`src/rtl/fifo_ready_pkg.sv`:
```
package fifo_ready_pkg;
  typedef enum logic [1:0] {MODE_OFF, MODE_0, MODE_1} rdy_mode_e;

  // threshold select -> byte count, scaled to depth (16: 1,4,8,14)
  function automatic int unsigned trig_level(input logic [1:0] sel, input int unsigned depth);
    case (sel)
      2'd0:    return 1;
      2'd1:    return depth / 4;
      2'd2:    return depth / 2;
      default: return depth - 2;
    endcase
  endfunction
endpackage

```
`src/rtl/fcr_reg.sv`:
```
module fcr_reg (
  input  logic       clk_i,
  input  logic       rst_ni,
  input  logic       we_i,
  input  logic [7:0] wdata_i,
  output logic       fifo_en_o,
  output logic       dma_o,
  output logic [1:0] trig_sel_o,
  output logic       rx_flush_o,
  output logic       tx_flush_o
);
  logic       en_q, dma_q;
  logic [1:0] trig_q;
  logic       en_change;
  logic [1:0] unused_bits;

  assign unused_bits = wdata_i[5:4];
  assign en_change   = we_i && (wdata_i[0] != en_q);
  assign rx_flush_o  = (we_i && wdata_i[1]) || en_change;
  assign tx_flush_o  = (we_i && wdata_i[2]) || en_change;

  always_ff @(posedge clk_i or negedge rst_ni) begin
    if (!rst_ni) begin
      en_q   <= 1'b0;
      dma_q  <= 1'b0;
      trig_q <= 2'd0;
    end else if (we_i) begin
      en_q   <= wdata_i[0];
      dma_q  <= wdata_i[3];
      trig_q <= wdata_i[7:6];
    end
  end

  assign fifo_en_o  = en_q;
  assign dma_o      = dma_q;
  assign trig_sel_o = trig_q;

  // enable toggle flushes both directions
  p_toggle_flush_r11: assert property (@(posedge clk_i) disable iff (!rst_ni)
    (we_i && wdata_i[0] != en_q) |-> (rx_flush_o && tx_flush_o));
endmodule

```
`src/rtl/byte_fifo.sv`:
```
module byte_fifo #(
  parameter int unsigned DEPTH = 16,
  parameter int unsigned DW    = 8,
  localparam int unsigned AW   = $clog2(DEPTH),
  localparam int unsigned CW   = AW + 1
) (
  input  logic          clk_i,
  input  logic          rst_ni,
  input  logic          flush_i,
  input  logic          single_i,
  input  logic          push_i,
  input  logic [DW-1:0] din_i,
  input  logic          pop_i,
  output logic [DW-1:0] dout_o,
  output logic [CW-1:0] cnt_o
);
  logic [DW-1:0] mem_q [DEPTH];
  logic [AW-1:0] wr_q, rd_q;
  logic [CW-1:0] cnt_q, cap;
  logic          do_push, do_pop;

  assign cap     = single_i ? CW'(1) : CW'(DEPTH);
  assign do_push = push_i && (cnt_q < cap) && !flush_i;
  assign do_pop  = pop_i && (cnt_q != '0) && !flush_i;

  function automatic logic [AW-1:0] nxt(input logic [AW-1:0] p);
    return (p == AW'(DEPTH - 1)) ? '0 : p + AW'(1);
  endfunction

  always_ff @(posedge clk_i) begin
    if (do_push) mem_q[wr_q] <= din_i;
  end

  always_ff @(posedge clk_i or negedge rst_ni) begin
    if (!rst_ni) begin
      wr_q  <= '0;
      rd_q  <= '0;
      cnt_q <= '0;
    end else if (flush_i) begin
      wr_q  <= '0;
      rd_q  <= '0;
      cnt_q <= '0;
    end else begin
      if (do_push) wr_q <= nxt(wr_q);
      if (do_pop)  rd_q <= nxt(rd_q);
      cnt_q <= cnt_q + CW'(do_push) - CW'(do_pop);
    end
  end

  assign dout_o = mem_q[rd_q];
  assign cnt_o  = cnt_q;

  // push into a full queue leaves the count untouched
  p_no_overflow_r5: assert property (@(posedge clk_i) disable iff (!rst_ni)
    (cnt_q == cap && push_i && !pop_i && !flush_i) |=> $stable(cnt_q));
  // flush empties on the next cycle
  p_flush_empty_r10: assert property (@(posedge clk_i) disable iff (!rst_ni)
    flush_i |=> (cnt_q == '0));
  // single-byte mode never holds more than one byte
  p_single_hold_r2: assert property (@(posedge clk_i) disable iff (!rst_ni)
    single_i |-> (cnt_q <= CW'(1)));
endmodule

```
`src/rtl/ready_gen.sv`:
```
module ready_gen
  import fifo_ready_pkg::*;
#(
  parameter int unsigned DEPTH = 16,
  localparam int unsigned CW   = $clog2(DEPTH) + 1
) (
  input  logic          clk_i,
  input  logic          rst_ni,
  input  logic          fifo_en_i,
  input  logic          dma_i,
  input  logic [1:0]    trig_sel_i,
  input  logic [CW-1:0] rx_cnt_i,
  input  logic [CW-1:0] tx_cnt_i,
  output logic          rxrdy_no,
  output logic          txrdy_no
);
  rdy_mode_e     mode;
  logic [CW-1:0] trig;
  logic          hold_q, m1_rx_act, rx_act, tx_act;

  assign mode = !fifo_en_i ? MODE_OFF : (dma_i ? MODE_1 : MODE_0);
  assign trig = CW'(trig_level(trig_sel_i, DEPTH));

  // style 1 receive request: set at threshold, held until empty
  assign m1_rx_act = (rx_cnt_i >= trig) || (hold_q && rx_cnt_i != '0);

  always_ff @(posedge clk_i or negedge rst_ni) begin
    if (!rst_ni) hold_q <= 1'b0;
    else         hold_q <= m1_rx_act;
  end

  always_comb begin
    case (mode)
      MODE_1: begin
        rx_act = m1_rx_act;
        tx_act = (tx_cnt_i != CW'(DEPTH));
      end
      default: begin
        rx_act = (rx_cnt_i != '0);
        tx_act = (tx_cnt_i == '0);
      end
    endcase
  end

  assign rxrdy_no = !rx_act;
  assign txrdy_no = !tx_act;

  // request only rises at or above threshold in style 1
  p_rx_rise_trig_r8: assert property (@(posedge clk_i) disable iff (!rst_ni)
    ($fell(rxrdy_no) && mode == MODE_1) |-> (rx_cnt_i >= trig));
  // once raised, held while bytes remain
  p_rx_hold_r8: assert property (@(posedge clk_i) disable iff (!rst_ni)
    (mode == MODE_1 && $past(mode == MODE_1) && $past(!rxrdy_no) && rx_cnt_i != '0) |-> !rxrdy_no);
  // style 0 transmit request never active with bytes queued
  p_tx_m0_r6: assert property (@(posedge clk_i) disable iff (!rst_ni)
    (mode != MODE_1 && tx_cnt_i != '0) |-> txrdy_no);
endmodule

```
`src/rtl/fifo_ready_ctrl.sv`:
```
module fifo_ready_ctrl #(
  parameter int unsigned DEPTH = 16,
  parameter int unsigned DW    = 8,
  localparam int unsigned CW   = $clog2(DEPTH) + 1
) (
  input  logic          clk_i,
  input  logic          rst_ni,
  input  logic          fcr_we_i,
  input  logic [7:0]    fcr_wdata_i,
  input  logic          thr_we_i,
  input  logic [DW-1:0] thr_wdata_i,
  input  logic          rhr_re_i,
  output logic [DW-1:0] rhr_rdata_o,
  input  logic          rx_push_i,
  input  logic [DW-1:0] rx_data_i,
  input  logic          tx_pop_i,
  output logic [DW-1:0] tx_data_o,
  output logic          tx_avail_o,
  output logic          data_ready_o,
  output logic          rxrdy_no,
  output logic          txrdy_no
);
  logic          fifo_en, dma, rx_flush, tx_flush;
  logic [1:0]    trig_sel;
  logic [CW-1:0] rx_cnt, tx_cnt;

  fcr_reg u_fcr (
    .clk_i, .rst_ni,
    .we_i(fcr_we_i), .wdata_i(fcr_wdata_i),
    .fifo_en_o(fifo_en), .dma_o(dma), .trig_sel_o(trig_sel),
    .rx_flush_o(rx_flush), .tx_flush_o(tx_flush)
  );

  byte_fifo #(.DEPTH(DEPTH), .DW(DW)) u_rx_fifo (
    .clk_i, .rst_ni,
    .flush_i(rx_flush), .single_i(!fifo_en),
    .push_i(rx_push_i), .din_i(rx_data_i),
    .pop_i(rhr_re_i), .dout_o(rhr_rdata_o), .cnt_o(rx_cnt)
  );

  byte_fifo #(.DEPTH(DEPTH), .DW(DW)) u_tx_fifo (
    .clk_i, .rst_ni,
    .flush_i(tx_flush), .single_i(!fifo_en),
    .push_i(thr_we_i), .din_i(thr_wdata_i),
    .pop_i(tx_pop_i), .dout_o(tx_data_o), .cnt_o(tx_cnt)
  );

  ready_gen #(.DEPTH(DEPTH)) u_ready (
    .clk_i, .rst_ni,
    .fifo_en_i(fifo_en), .dma_i(dma), .trig_sel_i(trig_sel),
    .rx_cnt_i(rx_cnt), .tx_cnt_i(tx_cnt),
    .rxrdy_no, .txrdy_no
  );

  assign data_ready_o = (rx_cnt != '0);
  assign tx_avail_o   = (tx_cnt != '0);

  // full transmit queue in style 1 stays not-ready without a pop or control write
  p_tx_full_r7: assert property (@(posedge clk_i) disable iff (!rst_ni)
    (fifo_en && dma && txrdy_no && !tx_pop_i && !fcr_we_i) |=> txrdy_no);
  // status follows the receive push/read traffic
  p_dr_push_r9: assert property (@(posedge clk_i) disable iff (!rst_ni)
    (rx_push_i && !rhr_re_i && !fcr_we_i) |=> data_ready_o);
endmodule

```
`config.mk`:
```
export PLATFORM = sky130hd
export DESIGN_NAME = fifo_ready_ctrl
export DESIGN_NICKNAME = d
export VERILOG_FILES = /design/src/rtl/fifo_ready_pkg.sv /design/src/rtl/fcr_reg.sv /design/src/rtl/byte_fifo.sv /design/src/rtl/ready_gen.sv /design/src/rtl/fifo_ready_ctrl.sv
export SDC_FILE = /design/constraint.sdc
export NUM_CORES = 1
export LEC_CHECK = 0
export ABC_AREA = 1
export BUFFER_PORTS_ARGS = -buffer_cell sky130_fd_sc_hd__buf_2
export CORE_MARGIN = 3
export CORE_UTILIZATION = 50
export CTS_BUF_LIST = sky130_fd_sc_hd__clkbuf_4 sky130_fd_sc_hd__clkbuf_8
export DETAILED_ROUTE_END_ITERATION = 10
export HOLD_SLACK_MARGIN = 0.05
export PLACE_DENSITY = 0.7
export SLEW_MARGIN = 10
export SYNTH_ARGS = -nofsm -noshare
export SYNTH_HDL_FRONTEND = slang
export SYNTH_SLANG_ARGS = --single-unit
```
`constraint.sdc`:
```
create_clock -name clk_i -period 2.35 [get_ports clk_i]
set_input_delay 0.3525 -clock clk_i [delete_from_list [all_inputs] [get_ports clk_i]]
set_output_delay 0.3525 -clock clk_i [all_outputs]
set_load 0.03 [all_outputs]
```
Word level (Yosys, flattened, before mapping)
Memories as Yosys holds them, arrays and structs flattened.
Cells that the tools add are included.
{ "op_classes": {"add_sub_neg": 8, "n_lt_le_gt_ge": 3, "n_eq_ne": 9, "muxes": 24, "n_reduce_logical": 27} }
{ "op_table": {"columns": ["cell", "n"], "rows": [
  ["$mux W4", 12],
  ["$add A4 B1 Y4 const B", 4],
  ["$eq A4 B4 Y1 const B", 4],
  ["$mux W5", 3],
  ["$logic_and A1 B1 Y1", 12],
  ["$pmux W4 S3", 1],
  ["$add A5 B1 Y5", 2],
  ["$lt A5 B5 Y1", 2],
  ["$reduce_bool A5 Y1", 2],
  ["$sub A5 B1 Y5", 2],
  ["$reduce_bool A2 Y1", 4],
  ["$mux W1", 6],
  ["$ge A5 B4 Y1", 1],
  ["$logic_not A5 Y1", 1],
  ["$ne A5 B5 Y1 const B", 1],
  ["$eq A2 B2 Y1 const B", 2],
  ["$logic_not A1 Y1", 4],
  ["$mux W2", 2],
  ["$logic_or A1 B1 Y1", 3],
  ["$eq A2 B1 Y1 const B", 1],
  ["$logic_not A2 Y1", 1],
  ["$ne A1 B1 Y1", 1]
]} }
{ "totals": {"ff_bits": 31, "mem_bits_rw": 256, "in_bits": 31, "output_inout_bits": 20, "wordCells": 83, "mem_count": 2} }
{ "memory_table": {"columns": ["memory", "depth", "word_bits", "rd", "rd_clocked_by_memory_dff", "wr", "line_no", "source"], "rows": [
  ["u_rx_fifo.mem_q", 16, 8, 1, 0, 1, "byte_fifo.sv:17", "logic [DW-1:0] mem_q [DEPTH];"],
  ["u_tx_fifo.mem_q", 16, 8, 1, 0, 1, "byte_fifo.sv:17", null]
]} }

Depth between registers and ports, before layout
Gate-level depths: netlist (run 1).
{ "depth": {"word_depth": 8, "mapped_depth": 17, "depth_no_buf": 17} }

Cells and area by module
Synthesis (run 1) repeated with hierarchy kept, for this count alone.
{ "unflattened": {"hier_cells": 1222, "hier_area_um2": 12793.5} }
{ "by_module_without_submodules": {"columns": ["mod", "n_inst", "cells_per_inst", "area_each_um2", "seq_area_each_um2"], "rows": [
  ["byte_fifo", 2, 576, 6179.7, 4169.0],
  ["ready_gen", 1, 36, 201.4, 25.0],
  ["fcr_reg", 1, 25, 196.4, 100.1],
  ["fifo_ready_ctrl", 1, 9, 36.3, 0.0]
]} }

Worst setup path after synthesis (run 1)
OpenSTA, ideal clock, no wires.
{ "synth_timing": {"path_type": "register -> register", "startpoint": "reg u_tx_fifo.cnt_q[2] (netlist: u_tx_fifo.cnt_o[2])", "endpoint": "reg u_tx_fifo.cnt_q[4] (netlist: u_tx_fifo.cnt_o[4])", "setup_ns": 0.117, "arrival_time_ns": 2.491, "required_ns": 2.233, "setup_slack_ns": -0.258, "stages_incl_launch_ff": 17, "path_buffers": 0, "synth_period_minus_slack_ns": 2.608, "path_cell_list": "dfrtp_1 > inv_1 > ha_1 > nand2_1 > nor2_1 > nand2_1 > nand3_1 > inv_1 > ha_1 > inv_1 > ha_1 > inv_1 > fa_1 > o21bai_1 > a21oi_1 > nor2_1 > nor2_1"} }
{ "synth_between": {"word_cells_on_any_way": 9, "cone_classes": "add/sub: 2; order compare: 1; mux: 1; reduce/logical: 5"} }
{ "synth_rtl": {"columns": ["item", "line_no", "source"], "rows": [
  ["start, declared", "byte_fifo.sv:19", "logic [CW-1:0] cnt_q, cap;"],
  ["start signal, assigned", "byte_fifo.sv:46", "cnt_q <= cnt_q + CW'(do_push) - CW'(do_pop);"],
  ["$reduce_bool A5 Y1", null, null],
  ["named net tx_avail_o", "fifo_ready_ctrl.sv:18", "output logic tx_avail_o,"],
  ["$logic_and A1 B1 Y1 (2 in series)", "byte_fifo.sv:24", "assign do_pop = pop_i && (cnt_q != '0) && !flush_i;"],
  ["$sub A5 B1 Y5", "byte_fifo.sv:46", null],
  ["$mux W5", "byte_fifo.sv:39", "end else if (flush_i) begin"]
]} }
The timed path passes the listed nets, and every way through them passes these cells.
A chain may end at the register's enable or synchronous reset.

Final worst setup path (run 1)
{ "layout_timing": {"startpoint": "reg u_tx_fifo.rd_q[0]", "endpoint": "out tx_data_o[5]"} }
{ "layout_between": {"elab_chain_cells": 1} }
{ "layout_rtl": {"columns": ["item", "line_no", "source"], "rows": [
  ["start, declared", "byte_fifo.sv:18", "logic [AW-1:0] wr_q, rd_q;"],
  ["start signal, assigned", "byte_fifo.sv:45", "if (do_pop) rd_q <= nxt(rd_q);"],
  ["$mem_v2 Z16 W8", null, null],
  ["end, declared", "fifo_ready_ctrl.sv:17", "output logic [DW-1:0] tx_data_o,"]
]} }
Every way passes these cells.

==> summary.txt, run 1 <==
=================================================================================================
CTS tree                                                                                    built
Maximum root-to-sink buffer count                                                               3
Initial core utilization                                                                    0.516
Total core area                                                                        0.0246 mm2
Maximum fanout encountered on the critical timing path                                          6
Tightest slew margin relative to the limit                                                  0.502
Kind of end point of the critical path                                                 output pin
Critical path arrival                                                                     2.01 ns
Least setup slack across all paths after layout                                       -0.00961 ns
Worst clock skew                                                                        0.0265 ns
Maximum Capacitance Violations                                                                  0
Run status                                                                           finished with violations
Detailed-placement wirelength estimate                                                   17300 um
Static leakage power                                                                   0.00636 uW
Synth warnings                                                                                  0
Most used standard cells in the synthesized netlist                                  288 x nand2_1, 256 x edfxtp_1, 120 x nor2_1
Total overflow reported by the global router                                                    0
Vias per inst                                                                                5.38
Top area cells in the synthesized netlist                                            edfxtp_1 61%, nand2_1 8.5%, dfrtp_1 6.1%
Launch point of the worst hold path                                                  fcr_wdata_i[0]
Num rows                                                                                       57
Area taken by multi-input logic gates                                                 0.00410 mm2
Share of async-settable or async-resettable flops after synthesis                           0.108
Net count of the finished layout                                                             1417
Cell type contributing the most total cell area after synthesis                          edfxtp_1
Hold Path Class                                                                         in -> reg
Worst vdd ir                                                                           0.000781 V
Final setup vio count                                                                           1
First-pass GRT wire length                                                               46600 um
Clock sink count                                                                              287
Wirelength, routed                                                                       30700 um
Final cell count without fillers                                                             1709
Number of placed I/O pins                                                                      51
Prevailing post-synth register cell                                                      edfxtp_1
Share of cells above drive strength 1                                                       0.290
Final routed wire length divided by cell count                                            17.9 um
Clock slew at the register clock pins of the worst setup and hold paths                   0.06 ns
Number of distinct library cell variants in the gate-level netlist after synthesis             33
Pin slew with the least headroom to its limit                                            0.747 ns
Clock tree root buffer cell                                                              clkbuf_8
Worst setup path startpoint                                                          u_tx_fifo.rd_q[0]
Drt pass-1 iters                                                                                6
PortBufs                                                                                       48
RSZ-0062 raised after global routing                                                         true
Ratio of final minimum period to clock period                                                1.00
Placed instance count                                                                        1574
Area share of the largest cell type after synthesis                                         0.606
Type of the worst setup path                                                           reg -> out
Count of antenna-violating nets left after detailed routing                                     0
Critical Path Start Type                                                                flip-flop
Sequential cell area                                                                  0.00847 mm2
Final Wtd Congestion                                                                        0.844
Number of antenna violations at the first check in global routing                               0
Syn_nets                                                                                     1244
Total global routing track utilization                                                      0.221
Die outline area                                                                       0.0273 mm2
Tot Pwr                                                                                  17500 uW
Vias after detailed routing                                                                  9194
Share of the yosys chip area belonging to registers                                         0.667
Initial DRC Count                                                                             885
FILL cells                                                                                   1729
Area added between synthesis and finish                                                     26.2%
Timing-limited maximum frequency                                                        0.424 GHz
Number of H-tree levels                                                                         2
Post-synthesis register bit count                                                             287
Maximum number of pins on one net before global-route repair                                   42
Netlist area before placement                                                          0.0127 mm2
Num CTS Buffers                                                                                45
Worst skew pair latency                                                                   0.55 ns
Post-synthesis average cell area                                                         10.8 um2
Required time reported for the critical path endpoint                                     2.00 ns
Chip width                                                                                 165 um
Final Max Tran Viols                                                                            0
Dominant cell by count in the synthesized netlist                                         nand2_1
Clock period minus final worst setup slack                                                2.36 ns
Final hold viol count                                                                           0
Number of remaining DRC errors                                                                  0
Critical register-to-register path startpoint                                        u_tx_fifo.cnt_o[2]
Violated checks                                                                      negative setup slack
Number of cells produced by synthesis                                                        1179
Total inserted antenna cells                                                                    0
Vias in the first global route                                                               8957
Number of synthesized flops with an enable pin                                                256
Power Density                                                                         1090 mW/mm2
Die Span Y                                                                                 165 um
=================================================================================================
## where the power goes
group	total [uW]	internal, uW	leakage (uW)	switching (uW)
combinational	7190	3050	0.00318	4140
sequential	6060	5840	0.00269	222
clock	4270	2400	0.000488	1870
total	17500	11300	0.00636	6230
## layer usage
metal | up-vias | track usage | share of wire
met4 | 0 | 0.0783 | 0.026
met1 | 4456 | 0.285 | 0.41
met2 | 310 | 0.378 | 0.50
met5 | - | 0 | 0
met3 | 63 | 0.0392 | 0.063
li1 | 4365 | - | -
## layout by cell type (no fill, tap or decap), drive strengths merged
master	n
clkbuf	68
xor2	5
o21ai	70
and2	1
fa	2
dfrtp	31
o21bai	2
xnor2	1
nor2	134
ha	32
edfxtp	256
inv	96
nand4	7
a21oi	78
bufinv	2
nor3	3
o21a	1
nand2	295
dlygate4sd3	4
o211ai	11
mux2	1
clkinv	14
nand3	99
buf	170
clkinvlp	2
## metrics by stage
stage          cell area (um2)  setup slack (ns)  utilization  hold WS [ns]  setup TNS [ns]
6_report                 16000          -0.00961        0.651        0.0945        -0.00961
5_1_grt                  16000           -0.0985        0.651         0.142          -0.784
3_3_place_gp             13700            0.0120        0.558         0.455               0
3_5_place_dp             13700           -0.0757        0.558         0.465          -0.144
2_1_floorplan            12700          -0.00227            -        0.0569        -0.00227
4_1_cts                  15500          -0.00531        0.629        0.0628        -0.00934
## registers in the layout (all words and copies together) (netlist names)
signal	cells
u_rx_fifo.mem_q	128
u_ready.hold_q	1
u_rx_fifo.wr_q	4
u_rx_fifo.cnt_o	5
u_tx_fifo.rd_q	4
u_fcr.fifo_en_o	1
u_fcr.trig_sel_o	2
u_tx_fifo.mem_q	128
u_tx_fifo.wr_q	4
u_rx_fifo.rd_q	4
u_fcr.dma_o	1
u_tx_fifo.cnt_o	5
## final cells by class
class | instances | area share
Clock buffer | 67 | 0.0502
Clock inverter | 13 | 0.00688
Inverter | 101 | 0.0252
Multi-Input combinational cell | 742 | 0.256
Sequential cell | 287 | 0.529
Tap cell | 324 | 0.0253
Timing Repair Buffer | 175 | 0.107
## worst max-delay path, cell delays in order, from the launching register on
cell,delay [ns]
dfrtp_2,0.46
clkinv_4,0.14
clkbuf_16,0.17
nand2_2,0.05
nand3_2,0.07
nand2_2,0.07
a21oi_2,0.18
nand2_2,0.12
nand2_2,0.09
buf_6,0.13
## path summary, 6_finish.rpt
| kind | to | slack (ns) | depth (start not counted) |
|---|---|---|---|
| min | u_fcr.fifo_en_o | 0.09 | 3 |
| max in group asynchronous | u_tx_fifo.rd_q[0] | 1.40 | 2 |
| max reg2reg | u_tx_fifo.cnt_o[4] | 0.08 | 17 |
| max | tx_data_o[5] | -0.01 | 9 |
| min in group asynchronous | u_rx_fifo.rd_q[0] | 0.42 | 2 |
| min reg2reg | u_ready.hold_q | 0.51 | 2 |
## kinds of logic (layout without fill, tap and decap cells)
logic type / Yosys count / count (layout) / synth area share
compound gates: 162 / 162 / 0.0666
xor+xnor: 6 / 6 / 0.00414
mux: 1 / 1 / 0.000887
simple gates: 539 / 539 / 0.178
fa+ha+maj: 34 / 34 / 0.0347
flops: 287 / 287 / 0.667
buf+inv: 150 / 356 / 0.0489
## repair_timing
item / in CTS / in global routing
resized for setup: 110 / 117
hold buffers: 4 / 0
setup endpoints to repair: 20 / 24
setup buffers: 29 / 14
gates cloned: 8 / 1
pin swaps: 23 / 45
hold endpoints to repair: 34 / 0
Power figures use the tool's default switching activity.
==> run 2: changes to the inputs <==
--- a/config.mk
+++ b/config.mk
@@ -6,7 +6,7 @@
 export NUM_CORES = 1
 export LEC_CHECK = 0
 export ABC_AREA = 1
-export BUFFER_PORTS_ARGS = -buffer_cell sky130_fd_sc_hd__buf_2
+export BUFFER_PORTS_ARGS = -buffer_cell sky130_fd_sc_hd__buf_4
 export CORE_MARGIN = 3
 export CORE_UTILIZATION = 50
 export CTS_BUF_LIST = sky130_fd_sc_hd__clkbuf_4 sky130_fd_sc_hd__clkbuf_8
==> run 2 against run 1 <==
- the flow still finishes with violations (negative setup slack)
- final cell count up 1.2%
- critical path depth is 1 lower
- via count increased by 3.2%
- combinational power grew 11%
- clock-buffer cell count rose by 3
- sequential cell count did not move
==> summary.txt, run 2 (synthesis gave the netlist of run 1 again) <==
======================================================================================
Detailed-placement wirelength estimate                                        17700 um   +2.2%
Worst clock skew                                                             0.0286 ns   +0.00212 ns
Maximum fanout encountered on the critical timing path                               6   unchanged
Die Span Y                                                                      165 um   unchanged
Worst skew pair latency                                                        0.57 ns   +0.02 ns
Initial core utilization                                                         0.516   unchanged
Power Density                                                              1110 mW/mm2   +1.4%
Vias in the first global route                                                    9212   +2.8%
Area after detailed placement                                               0.0139 mm2   +0.98%
Violated checks                                                           negative setup slack
Number of antenna violations at the first check in global routing                    0   unchanged
Destination of the worst register-to-register timing path                 u_rx_fifo.cnt_o[4]
Required time reported for the critical path endpoint                          2.00 ns   about the same
Clock slew at the register clock pins of the worst setup and hold paths        0.06 ns   about the same
Die outline area                                                            0.0273 mm2   unchanged
Maximum root-to-sink buffer count                                                    3   unchanged
Final routed wire length divided by cell count                                 19.0 um   +5.8%
Post-route cell area                                                        0.0166 mm2   +3.6%
Share of cells above drive strength 1                                            0.317   +0.0270
Pre-CTS worst setup slack                                                    -0.105 ns   -0.0289 ns
Worst vdd ir                                                                0.000925 V   +18%
Critical register-to-register path startpoint                             u_rx_fifo.cnt_o[2]
Number of cells on the worst reg-to-reg path                                        17   unchanged
Total overflow reported by the global router                                         0   unchanged
Final hold viol count                                                                0   unchanged
Vias per inst                                                                     5.49   +2.0%
Drt pass-1 iters                                                                     5   -1
Critical Path Start Type                                                     flip-flop
Maximum Capacitance Violations                                                       0   unchanged
Number of placed I/O pins                                                           51   unchanged
Final setup vio count                                                               15   +14
Type of the worst setup path                                                reg -> out
Tightest slew margin relative to the limit                                       0.634   +0.132
Total core area                                                             0.0246 mm2   unchanged
Clock period minus final worst setup slack                                     2.42 ns   +0.0620 ns
Endpoint with the worst hold slack                                        u_rx_fifo.mem_q[7][4]
Count of antenna-violating nets left after detailed routing                          0   unchanged
Wirelength, routed                                                            32900 um   +7.1%
Area added between synthesis and finish                                          30.8%
Net count of the finished layout                                                  1434   +1.2%
Clock sink count                                                                   287   unchanged
Final Wtd Congestion                                                             0.806   -4.5%
Most common cell after layout, fill and taps aside                            edfxtp_1
Launch point of the worst hold path                                       rx_data_i[4]
Ratio of final minimum period to clock period                                     1.03   +0.0264
Vias after detailed routing                                                       9491   +3.2%
Total inserted antenna cells                                                         0   unchanged
RSZ-0062 raised after global routing                                              true
Worst Hold Depth                                                                     1   -2
Aggregate negative setup slack                                               -0.591 ns   -0.582 ns
Number of remaining DRC errors                                                       0   unchanged
CTS tree                                                                         built
Final core utilization                                                           0.674   +0.0237
Critical path arrival                                                          2.07 ns   +0.06 ns
Final Max Tran Viols                                                                 0   unchanged
Chip width                                                                      165 um   unchanged
Kind of end point of the critical path                                      output pin
Largest registers                                                         u_rx_fifo.mem_q (128), u_tx_fifo.mem_q (128)
Number of H-tree levels                                                              2   unchanged
PortBufs                                                                            48   unchanged
Num rows                                                                            57   unchanged
Pin slew with the least headroom to its limit                                 0.548 ns   -0.199 ns
Timing-limited maximum frequency                                             0.413 GHz   -2.6%
Least setup slack across all paths after layout                             -0.0716 ns   -0.0620 ns
Commonest cells after routing, fill and taps aside                        256 x edfxtp_1, 248 x nand2_1, 118 x buf_4, 98 x nor2_1, 78 x inv_1
Static leakage power                                                        0.00664 uW   +4.3%
Total global routing track utilization                                           0.230   +0.00883
First-pass GRT wire length                                                    48500 um   +4.3%
Initial DRC Count                                                                 1069   +21%
Run status                                                                finished with violations
Worst reg-to-reg setup slack                                                  -0.01 ns   -0.09 ns
Maximum number of pins on one net before global-route repair                        42   unchanged
Hold Path Class                                                              in -> reg
Clock tree root buffer cell                                                   clkbuf_8
Num CTS Buffers                                                                     46   +2.2%
======================================================================================
==> run 2: changes by cell type in the layout (fill, tap and decap cells not counted), sizes merged <==
cell          change
clkbuf           +11
clkinv            +1
bufinv            -1
inv               +2
buf               +7
dlymetal6s4s      +1
==> run 2: final cells by class <==
cell class / count / area [um2]
tap: 324 / 405
sequential: 287 / 8470
clock inverter: 15 / 110
timing repair buffer: 191 / 2120
inverter: 101 / 393
multi-input combinational: 742 / 4250
clock buffer: 70 / 845
fill: 1670 / 8010
==> run 2: critical path, cell delays in order (launching register included) <==
cell	delay, ns
dfrtp_2	0.45
buf_12	0.15
buf_12	0.14
clkbuf_16	0.17
o21ai_1	0.15
nand3_1	0.12
nand2_2	0.12
nand2_2	0.07
buf_6	0.13
==> run 2: timing repair <==
item	CTS	global route
endpoints found under the setup margin	19	26
setup buffers	39	5
hold buffers	5	0
pin swaps	48	61
gates resized for setup	130	139
gates cloned	12	11
hold endpoints to repair	35	0
==> run 2: metrics by stage <==
step | hold slack [ns] | std cells | total power, uW
detailed placement | 0.322 | 1576 | 11400
finish | 0.0854 | 1730 | 18400
floorplan | 0.0569 | 1179 | 9530
CTS | 0.0643 | 1717 | 17400
global route | 0.0741 | 1730 | 19300
global placement | 0.327 | 1576 | 11200
==> run 2: worst max path at each step <==
stage,start,to
after floorplan,u_tx_fifo.cnt_o[3],u_tx_fifo.cnt_o[4]
after global placement,u_tx_fifo.cnt_o[3],u_tx_fifo.cnt_o[4]
after detailed placement,u_tx_fifo.cnt_o[2],u_tx_fifo.cnt_o[4]
after CTS,u_rx_fifo.rd_q[0],rhr_rdata_o[1]
after global routing,u_rx_fifo.cnt_o[2],u_rx_fifo.cnt_o[4]
final,u_tx_fifo.rd_q[0],tx_data_o[5]
==> run 2: routing by layer <==
metal  vias to the layer above  wire [um]  track usage
li1                       4421          -            -
met1                      4573      13000        0.298
met2                       411      16400        0.398
met3                        86       2480       0.0364
met4                         0        992       0.0760
met5                         -          0            0
==> run 2: report_power, final <==
group          leakage (uW)  total, uW  switching, uW  internal [uW]
combinational       0.00344       7980           4440           3540
sequential          0.00270       6070            232           5840
clock              0.000506       4370           1950           2420
total               0.00664      18400           6630          11800
